$ cat src/rtl/mdw_pkg.sv
package mdw_pkg;

    localparam int MASK_W    = 8;
    localparam int NUM_MODEM = 4;

    // Mask bit positions; the per-line order matches the change-flag order.
    localparam int MB_CTS = 0;
    localparam int MB_DSR = 1;
    localparam int MB_RI  = 2;
    localparam int MB_DCD = 3;
    localparam int MB_SIN = 5;

    // Bits that hold state; bit 4 is forced to zero, bits 7:6 are reserved.
    localparam logic [MASK_W-1:0] MASK_KEEP = 8'b0010_1111;

    typedef struct packed {
        logic dcd;
        logic ri;
        logic dsr;
        logic cts;
    } modem_t;

    typedef struct packed {
        modem_t modem;
        logic   sin;
    } line_t;

    // Any change on CTS/DSR/DCD, falling edge only on RI.
    function automatic modem_t modem_events(modem_t prev, modem_t cur);
        modem_t ev;
        ev.cts = prev.cts ^ cur.cts;
        ev.dsr = prev.dsr ^ cur.dsr;
        ev.dcd = prev.dcd ^ cur.dcd;
        ev.ri  = prev.ri & ~cur.ri;
        return ev;
    endfunction

endpackage

$ cat src/rtl/mdw_sync.sv
module mdw_sync #(
    parameter int WIDTH  = 5,
    parameter int STAGES = 2
) (
    input  logic             clk,
    input  logic             rst,
    input  logic [WIDTH-1:0] d,
    output logic [WIDTH-1:0] q
);

    logic [STAGES-1:0][WIDTH-1:0] stg_q;

    always_ff @(posedge clk) begin
        if (rst) begin
            stg_q <= '0;
        end else begin
            stg_q[0] <= d;
            for (int i = 1; i < STAGES; i++) begin
                stg_q[i] <= stg_q[i-1];
            end
        end
    end

    assign q = stg_q[STAGES-1];

endmodule

$ cat src/rtl/mdw_mask_reg.sv
module mdw_mask_reg
    import mdw_pkg::*;
(
    input  logic              clk,
    input  logic              rst,
    input  logic              we,
    input  logic [MASK_W-1:0] wdata,
    output logic [MASK_W-1:0] q
);

    always_ff @(posedge clk) begin
        if (rst) begin
            q <= '0;
        end else if (we) begin
            q <= wdata & MASK_KEEP;
        end
    end

    a_r2_write_takes: assert property (@(posedge clk) disable iff (rst)
        we |=> (q[3:0] == $past(wdata[3:0]) && q[MB_SIN] == $past(wdata[MB_SIN])));

endmodule

$ cat src/rtl/mdw_delta.sv
module mdw_delta
    import mdw_pkg::*;
#(
    parameter int ARM_LEN = 3
) (
    input  logic                 clk,
    input  logic                 rst,
    input  modem_t               cur,
    input  logic                 sin_cur,
    input  logic                 clr,
    input  logic                 in_d2,
    output logic [NUM_MODEM-1:0] delta,
    output logic                 sin_pend
);

    logic [ARM_LEN-1:0] arm_q;
    logic               armed;
    modem_t             prev_q;
    logic               prev_sin_q;
    modem_t             evt;
    logic               sin_fall;

    assign armed    = arm_q[ARM_LEN-1];
    assign evt      = armed ? modem_events(prev_q, cur) : '0;
    assign sin_fall = armed & prev_sin_q & ~sin_cur;

    always_ff @(posedge clk) begin
        if (rst) begin
            arm_q      <= '0;
            prev_q     <= '0;
            prev_sin_q <= 1'b0;
            delta      <= '0;
            sin_pend   <= 1'b0;
        end else begin
            arm_q      <= {arm_q[ARM_LEN-2:0], 1'b1};
            prev_q     <= cur;
            prev_sin_q <= sin_cur;
            delta      <= (clr ? '0 : delta) | evt;
            if (!in_d2) begin
                sin_pend <= 1'b0;
            end else if (sin_fall) begin
                sin_pend <= 1'b1;
            end
        end
    end

    a_r5_flags_sticky: assert property (@(posedge clk) disable iff (rst)
        (delta != '0 && !clr) |=> ((delta & $past(delta)) == $past(delta)));

    a_r5_read_clears: assert property (@(posedge clk) disable iff (rst)
        (clr && evt == '0) |=> (delta == '0));

    a_r11_quiet_unarmed: assert property (@(posedge clk) disable iff (rst)
        !armed |=> (delta == '0 && !sin_pend));

    a_r9_d2_exit_clears: assert property (@(posedge clk) disable iff (rst)
        !in_d2 |=> !sin_pend);

endmodule

$ cat src/rtl/mdw_top.sv
module mdw_top
    import mdw_pkg::*;
#(
    parameter int SYNC_STAGES = 2
) (
    input  logic                 clk,
    input  logic                 rst,
    input  logic                 line_cts,
    input  logic                 line_dsr,
    input  logic                 line_ri,
    input  logic                 line_dcd,
    input  logic                 line_sin,
    input  logic                 mask_we,
    input  logic [MASK_W-1:0]    mask_wdata,
    output logic [MASK_W-1:0]    mask_rdata,
    input  logic                 status_rd,
    input  logic                 msint_en,
    input  logic                 in_d2,
    output logic [NUM_MODEM-1:0] delta_flags,
    output logic                 modem_irq,
    output logic                 pm_event,
    output logic                 wake_req
);

    localparam int LINE_W  = $bits(line_t);
    localparam int ARM_LEN = SYNC_STAGES + 1;

    line_t               raw;
    line_t               synced;
    logic [NUM_MODEM-1:0] flags;
    logic [NUM_MODEM-1:0] live;
    logic                 sin_pend;
    logic                 any_live;

    assign raw.modem.cts = line_cts;
    assign raw.modem.dsr = line_dsr;
    assign raw.modem.ri  = line_ri;
    assign raw.modem.dcd = line_dcd;
    assign raw.sin       = line_sin;

    mdw_sync #(
        .WIDTH  (LINE_W),
        .STAGES (SYNC_STAGES)
    ) u_sync (
        .clk (clk),
        .rst (rst),
        .d   (raw),
        .q   (synced)
    );

    mdw_mask_reg u_mask (
        .clk   (clk),
        .rst   (rst),
        .we    (mask_we),
        .wdata (mask_wdata),
        .q     (mask_rdata)
    );

    mdw_delta #(
        .ARM_LEN (ARM_LEN)
    ) u_delta (
        .clk      (clk),
        .rst      (rst),
        .cur      (synced.modem),
        .sin_cur  (synced.sin),
        .clr      (status_rd),
        .in_d2    (in_d2),
        .delta    (flags),
        .sin_pend (sin_pend)
    );

    // One mask bit per line gates that line for every destination.
    for (genvar g = 0; g < NUM_MODEM; g++) begin : g_gate
        assign live[g] = flags[g] & ~mask_rdata[g];
    end

    assign any_live    = |live;
    assign delta_flags = flags;
    assign wake_req    = any_live;
    assign modem_irq   = any_live & msint_en;
    assign pm_event    = in_d2 & (any_live | (sin_pend & ~mask_rdata[MB_SIN]));

endmodule

$ cat config.mk
export PLATFORM = sky130hd
export DESIGN_NAME = mdw_top
export DESIGN_NICKNAME = d
export VERILOG_FILES = /design/src/rtl/mdw_pkg.sv /design/src/rtl/mdw_sync.sv /design/src/rtl/mdw_mask_reg.sv /design/src/rtl/mdw_delta.sv /design/src/rtl/mdw_top.sv
export SDC_FILE = /design/constraint.sdc
export NUM_CORES = 1
export LEC_CHECK = 0
export BUFFER_PORTS_ARGS = -buffer_cell sky130_fd_sc_hd__clkbuf_2
export CAP_MARGIN = 20
export CORE_MARGIN = 2
export CORE_UTILIZATION = 47
export DETAILED_ROUTE_END_ITERATION = 8
export PLACE_DENSITY = 0.85
export RECOVER_POWER = 25
export SETUP_SLACK_MARGIN = 0.2
export SLEW_MARGIN = 20
export SYNTH_ARGS = -nofsm -noshare
export SYNTH_HDL_FRONTEND = slang
export SYNTH_SLANG_ARGS = --single-unit
$ cat constraint.sdc
create_clock -name clk -period 0.9 [get_ports clk]
set_input_delay 0.045 -clock clk [delete_from_list [all_inputs] [get_ports clk]]
set_output_delay 0.045 -clock clk [all_outputs]
set_load 0.1 [all_outputs]
==> run_results.csv <==
group,metric,value,unit
critical_path,worstPathArrival,1.39,ns
route,drc,0,
global_routing,grt_pass1_wl,3.56,mm
cts,clk_latency,0.34,ns
layout,area_delta_synth_final,82.8,%
layout,n_antenna_cell,0,
route,postRouteAntennaNets,0,
yosys,synth_warnings,0,
yosys,yosysSeqAreaShare,0.583,
cts,clockBufferDepth,2,
yosys,ys_dominant_reg_cell,"dfxtp_1",
yosys,synth_area,961,um^2
route,dr.pass1.iters,4,
die,rows,16,
die,fp.dieW,49.2,um
yosys,synthCells,89,
status,status,"complete, but fails checks",
die,die-area,0.00242,mm^2
sta,fin_ws,-0.536,ns
route,vias,783,
run,drv_cap,0,
global_routing,antenna_found_initial,0,
layout,post_route_cells_drive_above_1_share,0.556,
cts,htree_levels,1,
placed_design,pre_cts_ws,-0.170,ns
route,drt_iter0_markers,5,
critical_path,critPathRequiredTime,0.85,ns
sta,max_freq,0.697,GHz
sta,hold_slack,-0.0222,ns
yosys,synth_top_area_frac,0.583,
sta,slew_viol_final,0,
layout,fillers,75,
die,die_h,49.2,um
sta,hold_viol_final,1,
die,initial_core_util,0.495,
cts,cts-root-buf,"clkbuf_4",
sta,post-route-period-util,1.60,
yosys,yosys.area.top_type,"dfxtp_1",
sta,fin_skew,0.0111,ns
pwr,irDropWorstVdd,1.64,mV
global_routing,grt_pass1_vias,783,
yosys,synth-edff-count,0,
critical_path,crit_type,"reg -> out",
layout,fin_nets,162,
route,routed_wl,2.86,mm
global_routing,grt_overflow,0,
sta,setup_viol,17,
sta,slew_headroom,0.626,
status,violations,"negative hold slack, negative setup slack",
global_routing,grt_usage,0.201,
placed_design,place_congestion,0.767,
critical_path,cp-start-kind,"flip-flop",
critical_path,cp_max_fo,3,
die,core,0.00194,mm^2
die,io_pins,34,
yosys,ys_types,20,
placed_design,dp.final_hpwl,1.33,mm
route,wl_per_cell,16.9,um
sta,rsz0062_at_grt,"true",
pwr,power.leakage,0.752,nW
cts,clk_pin_slew,0.15,ns
yosys,synth_area_per_cell,10.8,um^2
yosys,synthArstFlopShare,0,
cts,clock-sinks,28,
yosys,ys_ff_latch,28,
hold_path,holdCritPathClass,"in -> reg",
yosys,ys_top_cells_by_count,"dfxtp_1, nor2b_1, nor2_1, mux2i_1",
yosys,synth_most_common_cell,"dfxtp_1",
layout,final_util,0.905,
critical_path,setup.worst_path.end_class,"output port",
sta,period_minus_slack,1.44,ns
cts,cts_tree,"done",
route,viasPerCell,4.63,
sta,worst_pin_slew,0.562,ns
global_routing,grt_max_degree,29,
pwr,powerDensity,1510,mW/mm^2
placed_design,port_buffers,27,
yosys,ys_top_cells_by_area,"dfxtp_1, nor2b_1, mux2i_1",
cts,numCtsBuffers,3,
[routing by layer]
metal / vias to the layer above / wire length [um] / part of all wire / track usage
li1: 380 / - / - / -
met1: 363 / 1180 / 0.41 / 0.202
met2: 33 / 1490 / 0.52 / 0.385
met3: 7 / 121 / 0.042 / 0.0276
met4: 0 / 69 / 0.024 / 0.119
met5: - / 0 / 0 / 0
[placed cells by master, fill, tap and decap left out, drive strengths merged, types with 3 or more instances in the layout]
master        n
dlygate4sd3   8
dfxtp        28
a21oi         3
nand2b        4
buf          31
nor2b        19
mux2i         5
inv           3
xor2          3
nor2          9
conb          3
clkbuf       18
[worst paths after layout]
| path | to | startpoint | slack [ns] | depth (start not counted) |
|---|---|---|---|---|
| worst max-delay path | modem_irq | u_delta.delta[0] | -0.54 | 4 |
| worst min-delay path | u_mask.q[1] | mask_wdata[1] | -0.02 | 3 |
| worst max register to register | u_mask.q[3] | u_mask.q[3] | -0.14 | 5 |
| worst min register to register | u_sync.q[1] | u_sync.stg_q[1] | 0.45 | 1 |
[what timing repair did]
item,in CTS,in global routing
gates resized for setup,14,23
hold endpoints to repair,8,0
setup endpoints to repair,22,22
hold buffers,8,0
pin swaps,3,5
setup buffers,4,6
[cell type report]
type,instances,area [um^2],share of cell area
repair buffers,54,598,0.340
inverters,3,13.8,0.00783
flip-flops and latches,28,599,0.341
multi-input cells,53,459,0.261
clock inverters,1,30.0,0.0171
well taps,27,33.8,0.0192
clock buffers,3,22.5,0.0128
[registers in the layout, indices dropped and copies added, names as in the netlist]
register,count
u_mask.q,5
u_sync.stg_q,5
u_delta.prev_q,4
u_sync.q,5
u_delta.delta,4
u_delta.sin_pend,1
u_delta.prev_sin_q,1
u_delta.arm_q,3
[worst max-delay path, stage by stage (launching register included)]
cell       delay (ns)
dfxtp_4          0.39
inv_4            0.04
o2111ai_4        0.23
and2_4           0.21
buf_12           0.17
[stage by stage]
| step | cells | total power [mW] | setup TNS (ns) | hold WS, ns | cell area (um^2) |
|---|---|---|---|---|---|
| after global placement | 147 | 1.73 | -0.290 | 0.253 | 1390 |
| after global routing | 169 | 2.73 | -4.30 | 0.0273 | 1760 |
| after detailed placement | 147 | 1.75 | -0.317 | 0.259 | 1390 |
| final | 169 | 2.66 | -3.82 | -0.0222 | 1760 |
| after CTS | 163 | 2.58 | -3.04 | 0.000783 | 1610 |
| after floorplan | 91 | 1.61 | -2.04 | 0.173 | 1030 |
[logic make-up (layout without fill, tap and decap cells)]
kind of cell / Yosys count / count (layout) / share of synthesized area
and+or+nand+nor: 35 / 35 / 0.210
other: 1 / 3 / 0.00390
DFF: 28 / 28 / 0.583
AOI/OAI and AO/OA: 7 / 7 / 0.0547
xor gates and xnor gates: 3 / 3 / 0.0273
muxes: 5 / 5 / 0.0521
buffers and inverters: 10 / 61 / 0.0690
[power by group]
part / internal (mW) / total, mW / switching (mW)
sequential: 1.27 / 1.30 / 0.0339
combinational: 0.222 / 0.533 / 0.311
clock: 0.452 / 0.821 / 0.369
total: 1.94 / 2.66 / 0.714
Note: power is estimated with default switching activity, not from simulation.
